### config.mk
export PLATFORM = sky130hd
export DESIGN_NAME = flagReg
export DESIGN_NICKNAME = d
export VERILOG_FILES = /design/src/rtl/flagPkg.sv /design/src/rtl/flagCtrl.sv /design/src/rtl/flagPath.sv /design/src/rtl/flagReg.sv
export SDC_FILE = /design/constraint.sdc
export NUM_CORES = 1
export LEC_CHECK = 0
export ABC_CLOCK_PERIOD_IN_PS = 1270
export BUFFER_PORTS_ARGS = -buffer_cell sky130_fd_sc_hd__buf_2
export CORE_MARGIN = 2
export CORE_UTILIZATION = 31
export DETAILED_ROUTE_END_ITERATION = 10
export GPL_TIMING_DRIVEN = 0
export PLACE_DENSITY = 0.88
export RECOVER_POWER = 25
export SLEW_MARGIN = 25
export SYNTH_ARGS = -nofsm -noshare
export SYNTH_HDL_FRONTEND = slang
export SYNTH_SLANG_ARGS = --single-unit
### constraint.sdc
create_clock -name clk -period 1.27 [get_ports clk]
set_clock_uncertainty 0.1 [all_clocks]
set_input_delay 0.1905 -clock clk [delete_from_list [all_inputs] [get_ports clk]]
set_output_delay 0.1905 -clock clk [all_outputs]
set_load 0.01 [all_outputs]
### src/rtl/flagPkg.sv
package flagPkg;
  localparam int FLAG_W = 11;
  localparam int UPD_W  = 4;

  // bit positions inside the status word
  localparam int C_BIT = 0;
  localparam int D_BIT = 1;
  localparam int Z_BIT = 2;
  localparam int S_BIT = 3;
  localparam int B_BIT = 4;
  localparam int O_BIT = 5;
  localparam int U_BIT = 7;

  // positions inside the update-enable vector
  localparam int UPD_C = 0;
  localparam int UPD_Z = 1;
  localparam int UPD_S = 2;
  localparam int UPD_O = 3;

  localparam logic [FLAG_W-1:0] LIVE_MASK =
    FLAG_W'((1 << C_BIT) | (1 << D_BIT) | (1 << Z_BIT) | (1 << S_BIT) |
            (1 << B_BIT) | (1 << O_BIT) | (1 << U_BIT));

  typedef struct packed {
    logic loadAll;
    logic setCarry;
    logic setZero;
    logic setSign;
    logic setOvf;
    logic clrDebug;
  } flagStrobes_t;
endpackage

### src/rtl/flagCtrl.sv
module flagCtrl
  import flagPkg::*;
(
  input  logic             clk,
  input  logic             rstN,
  input  logic [UPD_W-1:0] updEn,
  input  logic             wrEn,
  input  logic             intAck,
  input  logic             instrDone,
  input  logic             debugBit,
  output flagStrobes_t     strobes,
  output logic             stepReq
);
  logic stepQ;
  logic stepNext;

  always_comb begin
    strobes          = '0;
    strobes.loadAll  = wrEn;
    strobes.setCarry = updEn[UPD_C] & ~wrEn;
    strobes.setZero  = updEn[UPD_Z] & ~wrEn;
    strobes.setSign  = updEn[UPD_S] & ~wrEn;
    strobes.setOvf   = updEn[UPD_O] & ~wrEn;
    strobes.clrDebug = intAck;
  end

  always_comb begin
    stepNext = stepQ | (instrDone & debugBit);
    if (intAck) stepNext = 1'b0;
  end

  always_ff @(posedge clk) begin
    if (!rstN) stepQ <= 1'b0;
    else       stepQ <= stepNext;
  end

  assign stepReq = stepQ;
endmodule

### src/rtl/flagPath.sv
module flagPath
  import flagPkg::*;
#(
  parameter int RES_W    = 16,
  parameter int NARROW_W = 8
) (
  input  logic              clk,
  input  logic              rstN,
  input  flagStrobes_t      strobes,
  input  logic              wideOp,
  input  logic [RES_W-1:0]  aluResult,
  input  logic              aluCarry,
  input  logic              aluOverflow,
  input  logic [FLAG_W-1:0] wrData,
  output logic [FLAG_W-1:0] flagsQ
);
  logic [FLAG_W-1:0] nextFlags;
  logic zeroNarrow;
  logic zeroWide;
  logic zeroSel;
  logic signSel;

  assign zeroNarrow = ~|aluResult[NARROW_W-1:0];
  assign zeroWide   = ~|aluResult;
  assign zeroSel    = wideOp ? zeroWide : zeroNarrow;
  assign signSel    = wideOp ? aluResult[RES_W-1] : aluResult[NARROW_W-1];

  always_comb begin
    nextFlags = flagsQ;
    if (strobes.loadAll) begin
      nextFlags = wrData;
    end else begin
      if (strobes.setCarry) nextFlags[C_BIT] = aluCarry;
      if (strobes.setZero)  nextFlags[Z_BIT] = zeroSel;
      if (strobes.setSign)  nextFlags[S_BIT] = signSel;
      if (strobes.setOvf)   nextFlags[O_BIT] = aluOverflow;
    end
    if (strobes.clrDebug) nextFlags[D_BIT] = 1'b0;
    nextFlags = nextFlags & LIVE_MASK;
  end

  always_ff @(posedge clk) begin
    if (!rstN) flagsQ <= '0;
    else       flagsQ <= nextFlags;
  end
endmodule

### src/rtl/flagReg.sv
module flagReg
  import flagPkg::*;
#(
  parameter int RES_W    = 16,
  parameter int NARROW_W = 8
) (
  input  logic              clk,
  input  logic              rstN,
  input  logic [UPD_W-1:0]  updEn,
  input  logic              wideOp,
  input  logic [RES_W-1:0]  aluResult,
  input  logic              aluCarry,
  input  logic              aluOverflow,
  input  logic              wrEn,
  input  logic [FLAG_W-1:0] wrData,
  input  logic              intAck,
  input  logic              instrDone,
  output logic [FLAG_W-1:0] flags,
  output logic              stepReq
);
  flagStrobes_t strobes;
  logic [FLAG_W-1:0] flagsQ;

  flagCtrl ctrl (
    .clk       (clk),
    .rstN      (rstN),
    .updEn     (updEn),
    .wrEn      (wrEn),
    .intAck    (intAck),
    .instrDone (instrDone),
    .debugBit  (flagsQ[D_BIT]),
    .strobes   (strobes),
    .stepReq   (stepReq)
  );

  flagPath #(.RES_W(RES_W), .NARROW_W(NARROW_W)) path (
    .clk         (clk),
    .rstN        (rstN),
    .strobes     (strobes),
    .wideOp      (wideOp),
    .aluResult   (aluResult),
    .aluCarry    (aluCarry),
    .aluOverflow (aluOverflow),
    .wrData      (wrData),
    .flagsQ      (flagsQ)
  );

  assign flags = flagsQ;
endmodule

==> parameters.txt, run 1 <==
Parameter                              Value

Run status
  Status    complete, no violations

Synthesis
  Sequential share of the synthesized area    38.1%
  Post-synth design cell area    420 µm²
  Main combinational cell family by area after synthesis    simple AND/OR/NAND/NOR gates
  Leading cell types by total area after synthesis    sky130_fd_sc_hd__dfxtp_1 (38%), sky130_fd_sc_hd__mux2i_1 (14%), sky130_fd_sc_hd__buf_4 (8.9%)
  Post-Synthesis Mean Instance Area    8.94 µm²
  Post-synthesis xor/xnor area fraction    0%
  Gate count after technology mapping    47
  Synthesis Warnings    0
  Leading area contributor after synthesis    sky130_fd_sc_hd__dfxtp_1
  Compound-Gate Fraction of Synth Area    10.1%
  Share of the synthesized area in the top cell type    38.1%
  Post-synthesis cell type count    18
  Yosys reg bits    8
  Adder-cell share of the synthesized area    0%
  Multiplexer share of the synthesized area    14.3%
  Simple-gate portion of the synthesized area    26.5%

Final layout
  NumNets Final    136
  Ant diodes    0
  Fraction of final layout cells sized beyond drive strength 1    52.6%
  Area of all placed cells without fillers    681 µm²
  Most common library cell in the layout ignoring fill and taps    sky130_fd_sc_hd__buf_2
  Top library cells by usage in the layout, fill and taps aside    sky130_fd_sc_hd__buf_2 (41), sky130_fd_sc_hd__dfxtp_1 (8), sky130_fd_sc_hd__mux2i_1 (6)
  FILL cells    132
  Signed area change from the synthesized netlist to the final layout    61.9%

Power and ir drop
  PD cells    871 nW/µm²
  Total power of the final layout    0.593 mW
  Leakage Power    0.372 nW
  Worst vdd ir    0.490 mV

GRT
  Antenna violations before repair    0
  Via count of the first global-routing pass    420
  Maximum number of pins on one net before global-route repair    11
  Global-route wire length before repair    1500 µm
  Overall overflow remaining after global route    0
  Global-route usage over all layers    14.0%

Drt
  Pre-antenna DRT Iters    2
  Post-detailed-routing wire length    1070 µm
  Post-DR vias/cell    4.48
  Final ANT Viol Nets    0
  Vias after detailed routing    493
  Mean routed wirelength per cell    9.75 µm
  DRT iter0 DRCs    1
  Routed wl met3    74 µm
  Met1 wire length    388 µm
  Top layer reached by signal wires    met3
  Amount of wire on met2 after detailed routing    609 µm
  Post-route DRC    0

Floorplanning
  Placeable core region    1280 µm²
  Die outline area    1670 µm²
  Die boundary height    40.8 µm
  Top-Level Pins    51
  Row count    13
  DIE WIDTH    40.8 µm
  Initial core utilization    32.7%

Critical path
  Critical path data arrival time    810 ps
  Largest driver fanout on the critical path    3
  Endpoint kind of the worst setup timing path    output port
  CP cell instances    buf_4 -> buf_2
  Critical path class    reg2out
  Worst path max stage delay    310 ps
  Required time worst endpoint    980 ps
  Startpoint type of the worst setup path    flop
  Cell at the slowest stage of the critical path    sky130_fd_sc_hd__dfxtp_1

Clock tree
  Clock buffers created by TritonCTS    3
  Cell chosen for the clock root    sky130_fd_sc_hd__clkbuf_4
  Hold-fix buffers, CTS    0
  Latest clock arrival within the worst-skew pair    240 ps
  CTS Buffer Depth    2
  Count of clock tree sinks    8
  Clock H-tree levels    1
  TritonCTS clock tree    yes
  Postcts setup bufs    0
  Clk pin slew, worst setup/hold paths    50 ps
  Post-CTS resize count    0

Place
  Placement Cell Area    661 µm²
  Final RePlAce weighted congestion    0.605
  Number of port buffers    42
  Half-perimeter wire length after detailed placement    956 µm

Timing
  Final total negative setup slack    0 ps
  Maximum clock frequency    0.910 GHz
  Final period demand of the worst path    1100 ps
  Unrepaired setup endpoints after global routing    false
  Final count of negative-setup-slack endpoints    0
  Final count of pins violating max slew    0
  Final Hold Fails    0
  Share of the clock period used by the worst path    86.5%

Hold path
  Class of the tightest hold or removal check    in2reg

Job
  Max Cap Viol    0
==> stage by stage <==
step | cells | hold WS (ps) | worst slack, ps | utilization [%]
after floorplan | 50 | 212 | 309 | -
after global placement | 107 | 326 | 147 | 51.4
after detailed placement | 107 | 333 | 114 | 51.4
after CTS | 110 | 69.8 | 159 | 53.2
after global routing | 110 | 95.8 | 139 | 53.0
final | 110 | 75.1 | 171 | 53.0
==> sequential cells by signal, indices dropped and copies added, names as in the netlist <==
name          cells
ctrl.stepReq      1
path.flagsQ       7
==> cell type report <==
| class | count | area [µm²] | area share, % |
|---|---|---|---|
| Timing Repair Buffer | 42 | 209 | 30.7 |
| Buffer | 6 | 41.3 | 6.07 |
| Multi-Input combinational cell | 36 | 229 | 33.6 |
| Tap cell | 15 | 18.8 | 2.76 |
| Clock buffer | 3 | 22.5 | 3.31 |
| Sequential cell | 8 | 160 | 23.5 |
==> path summary, 6_finish.rpt <==
| kind | depth (start not counted) | slack (ps) | from | end |
|---|---|---|---|---|
| min | 3 | 80 | instrDone | ctrl.stepReq$_SDFF_PP0_ |
| max reg2reg | 4 | 330 | path.flagsQ[3]$_SDFFE_PN0P_ | path.flagsQ[3]$_SDFFE_PN0P_ |
| min reg2reg | 2 | 360 | ctrl.stepReq$_SDFF_PP0_ | ctrl.stepReq$_SDFF_PP0_ |
| max | 2 | 170 | path.flagsQ[1]$_SDFFE_PP0P_ | flags[1] |
==> synthesized netlist by cell type <==
library cell and n:
sky130_fd_sc_hd__a21oi_1 3, sky130_fd_sc_hd__nand2_1 3, sky130_fd_sc_hd__nor3_1 1, sky130_fd_sc_hd__nor4_1 2, sky130_fd_sc_hd__nand4b_1 1, sky130_fd_sc_hd__a211oi_1 1
sky130_fd_sc_hd__and2_1 2, sky130_fd_sc_hd__dfxtp_1 8, sky130_fd_sc_hd__conb_1 1, sky130_fd_sc_hd__mux2i_1 6, sky130_fd_sc_hd__nor2_1 3, sky130_fd_sc_hd__o21ai_0 2
sky130_fd_sc_hd__buf_2 1, sky130_fd_sc_hd__nor2b_1 4, sky130_fd_sc_hd__buf_4 5, sky130_fd_sc_hd__o311a_1 1, sky130_fd_sc_hd__nor4_2 1, sky130_fd_sc_hd__nand2b_1 2
==> metal layers <==
metal / vias up / track usage [%]
li1: 254 / -
met5: - / 0
met4: 0 / 5.00
met2: 19 / 28.1
met3: 0 / 4.89
met1: 220 / 12.2
==> report_power, final <==
part	switching, mW	leakage [nW]	total (mW)	internal (mW)
registers	0.00576	0.0659	0.271	0.265
clock network	0.0794	0.0138	0.187	0.108
logic	0.0567	0.292	0.135	0.0783
total	0.142	0.372	0.593	0.451
==> worst max-delay path, delay by kind of cell (launching register included) <==
kind,cells,cell delay (ps)
flip-flops,1,310
buffers and inverters,2,260
==> cells by family (layout without fill, tap and decap cells) <==
family                 after synthesis  count (layout)
other                                1               4
multiplexers                         6               6
AND/OR/NAND/NOR                     19              19
flip-flops                           8               8
buffers and inverters                6              51
AO/OA/AOI/OAI                        7               7
No activity file was read; power rests on OpenSTA's default activity.
==> inputs of run 2 (changes only) <==
- CORE_UTILIZATION: 31 -> 32
- PLACE_DENSITY: 0.88 -> 0.86
- SYNTH_HIERARCHICAL: default -> 1
==> parameters.txt, run 2 <==
Parameter                              Value

Power and ir drop
  PD cells    831 nW/µm² (-4.6%)
  Leakage Power    0.383 nW (+3.0%)
  Total power of the final layout    0.606 mW (+2.2%)
  Worst vdd ir    0.482 mV (-1.6%)

Clock tree
  Count of clock tree sinks    8 (unchanged)
  Postcts setup bufs    0 (unchanged)
  Cell chosen for the clock root    sky130_fd_sc_hd__clkbuf_4
  Latest clock arrival within the worst-skew pair    240 ps (about the same)
  CTS Buffer Depth    2 (unchanged)
  TritonCTS clock tree    yes
  Hold-fix buffers, CTS    0 (unchanged)
  Clock H-tree levels    1 (unchanged)
  Post-CTS resize count    0 (unchanged)
  Clk pin slew, worst setup/hold paths    50 ps (about the same)
  Clock buffers created by TritonCTS    3 (unchanged)

Timing
  Share of the clock period used by the worst path    88.2% (+1.6 points)
  Final Hold Fails    0 (unchanged)
  Final total negative setup slack    0 ps (unchanged)
  Worst hold margin    25.8 ps (-49.3 ps)
  Unrepaired setup endpoints after global routing    false
  Setup WS post-layout    150 ps (-20.9 ps)
  Maximum clock frequency    0.893 GHz (-1.9%)
  Final period demand of the worst path    1120 ps (+20.9 ps)
  Final count of negative-setup-slack endpoints    0 (unchanged)
  Final count of pins violating max slew    0 (unchanged)

GRT
  Via count of the first global-routing pass    537 (+28%)
  Antenna violations before repair    0 (unchanged)
  Overall overflow remaining after global route    0 (unchanged)
  Maximum number of pins on one net before global-route repair    11 (unchanged)
  Global-route usage over all layers    15.2% (+1.2 points)
  Global-route wire length before repair    2100 µm (+40%)

Critical path
  Critical path data arrival time    1160 ps (+350 ps)
  Largest driver fanout on the critical path    10 (+7)
  Endpoint kind of the worst setup timing path    flop
  Startpoint type of the worst setup path    input pin
  Required time worst endpoint    1310 ps (+330 ps)
  Critical path class    in2reg

Synthesis
  Ys async rst share    0% (unchanged)
  Gate count after technology mapping    52 (+11%)
  Sequential share of the synthesized area    34.0% (-4.1 points)
  Leading cell types by total area after synthesis    sky130_fd_sc_hd__dfxtp_1 (34%), sky130_fd_sc_hd__mux2i_1 (13%), sky130_fd_sc_hd__buf_4 (11%)
  Top_reg_cell synth    sky130_fd_sc_hd__dfxtp_1
  Synthesis Warnings    6 (+6)
  List of most frequent post-synthesis cells    sky130_fd_sc_hd__dfxtp_1 (8), sky130_fd_sc_hd__nor2b_1 (8), sky130_fd_sc_hd__buf_4 (7), sky130_fd_sc_hd__mux2i_1 (6)
  Leading area contributor after synthesis    sky130_fd_sc_hd__dfxtp_1
  Post-synth design cell area    470 µm² (+12%)
  Post-Synthesis Mean Instance Area    9.05 µm² (+1.1%)
  EDFF count, synth    0 (unchanged)
  Post-synthesis cell type count    20 (+2)
  Yosys reg bits    8 (unchanged)
  Share of the synthesized area in the top cell type    34.0% (-4.1 points)

Drt
  Post-detailed-routing wire length    1270 µm (+18%)
  DRT iter0 DRCs    2 (+1)
  Final ANT Viol Nets    0 (unchanged)
  Post-route DRC    0 (unchanged)
  Post-DR vias/cell    4.47 (-0.27%)
  Mean routed wirelength per cell    11.0 µm (+13%)
  Pre-antenna DRT Iters    2 (unchanged)
  Vias after detailed routing    514 (+4.3%)

Place
  DP Cell Count    112 (+4.7%)
  Number of port buffers    42 (unchanged)
  Half-perimeter wire length after detailed placement    1090 µm (+14%)
  Placement Cell Area    711 µm² (+7.6%)
  Final RePlAce weighted congestion    0.665 (+9.8%)
  Place WS    -24.8 ps (-139 ps)

Hold path
  Class of the tightest hold or removal check    in2reg

Floorplanning
  Top-Level Pins    51 (unchanged)
  Die outline area    1790 µm² (+7.6%)
  Placeable core region    1330 µm² (+3.8%)
  Initial core utilization    35.3% (+2.6 points)
  DIE WIDTH    42.3 µm (+3.7%)
  Row count    13 (unchanged)
  Die boundary height    42.3 µm (+3.7%)

Final layout
  Register bank with the most flops    path/flagsQ
  Most common library cell in the layout ignoring fill and taps    sky130_fd_sc_hd__buf_2
  NumNets Final    141 (+3.7%)
  Top library cells by usage in the layout, fill and taps aside    sky130_fd_sc_hd__buf_2 (42), sky130_fd_sc_hd__nor2b_1 (8), sky130_fd_sc_hd__dfxtp_1 (8)
  Fraction of final layout cells sized beyond drive strength 1    54.0% (+1.4 points)
  Signed area change from the synthesized netlist to the final layout    55.1%
  Ant diodes    0 (unchanged)
  Area of all placed cells without fillers    729 µm² (+7.2%)
  Number of flip-flops under the largest register name    7 (unchanged)
  Non-filler cells, final    115 (+4.5%)
  FILL cells    146 (+11%)
  Final design utilization    54.7% (+1.7 points)

Run status
  Status    complete, no violations

Job
  Max Cap Viol    0 (unchanged)
[run 2: area by class of cell]
cell class | count | area [µm²] | area share [%]
Buffer | 7 | 48.8 | 6.69
Tap cell | 15 | 18.8 | 2.57
Multi-Input combinational cell | 40 | 269 | 36.9
Clock buffer | 3 | 22.5 | 3.09
Timing Repair Buffer | 42 | 210 | 28.8
Sequential cell | 8 | 160 | 22.0
[run 2: path summary, 6_finish.rpt]
check	start	endpoint	cells after the start	slack, ps
hold / removal	intAck	ctrl/stepReq$_SDFF_PP0_	2	30
setup / recovery	wrEn	path/flagsQ[0]$_SDFFE_PN0P_	5	150
hold reg to reg	path/flagsQ[4]$_SDFFE_PN0P_	path/flagsQ[4]$_SDFFE_PN0P_	2	410
setup reg to reg	path/flagsQ[3]$_SDFFE_PN0P_	path/flagsQ[3]$_SDFFE_PN0P_	4	340
[run 2: cells by family (layout without fill, tap and decap cells)]
group | Yosys count | in the layout | synth area share (%)
AOI/OAI and AO/OA | 7 | 7 | 9.04
muxes | 6 | 6 | 12.8
buffers and inverters | 7 | 52 | 11.2
and+or+nand+nor | 23 | 23 | 32.2
other | 1 | 4 | 0.797
DFF | 8 | 8 | 34.0
[run 2: report_power, final]
part	internal, mW	leakage [nW]	switching, mW
sequential	0.265	0.0659	0.00590
clock	0.108	0.0138	0.0791
combinational	0.0856	0.303	0.0629
[run 2: worst max-delay path, cell delays in order]
cell and delay [ps]:
sky130_fd_sc_hd__buf_2 120, sky130_fd_sc_hd__clkbuf_4 140, sky130_fd_sc_hd__clkbuf_1 380, sky130_fd_sc_hd__o21ai_0 160, sky130_fd_sc_hd__and2_1 170
[run 2: per-layer routing]
metal | routed length [µm] | share of wire, % | GRT usage [%]
met1 | 464 | 37 | 16.1
met2 | 697 | 55 | 26.2
met3 | 109 | 8.6 | 5.17
met4 | 0 | 0 | 8.13
met5 | 0 | 0 | 0
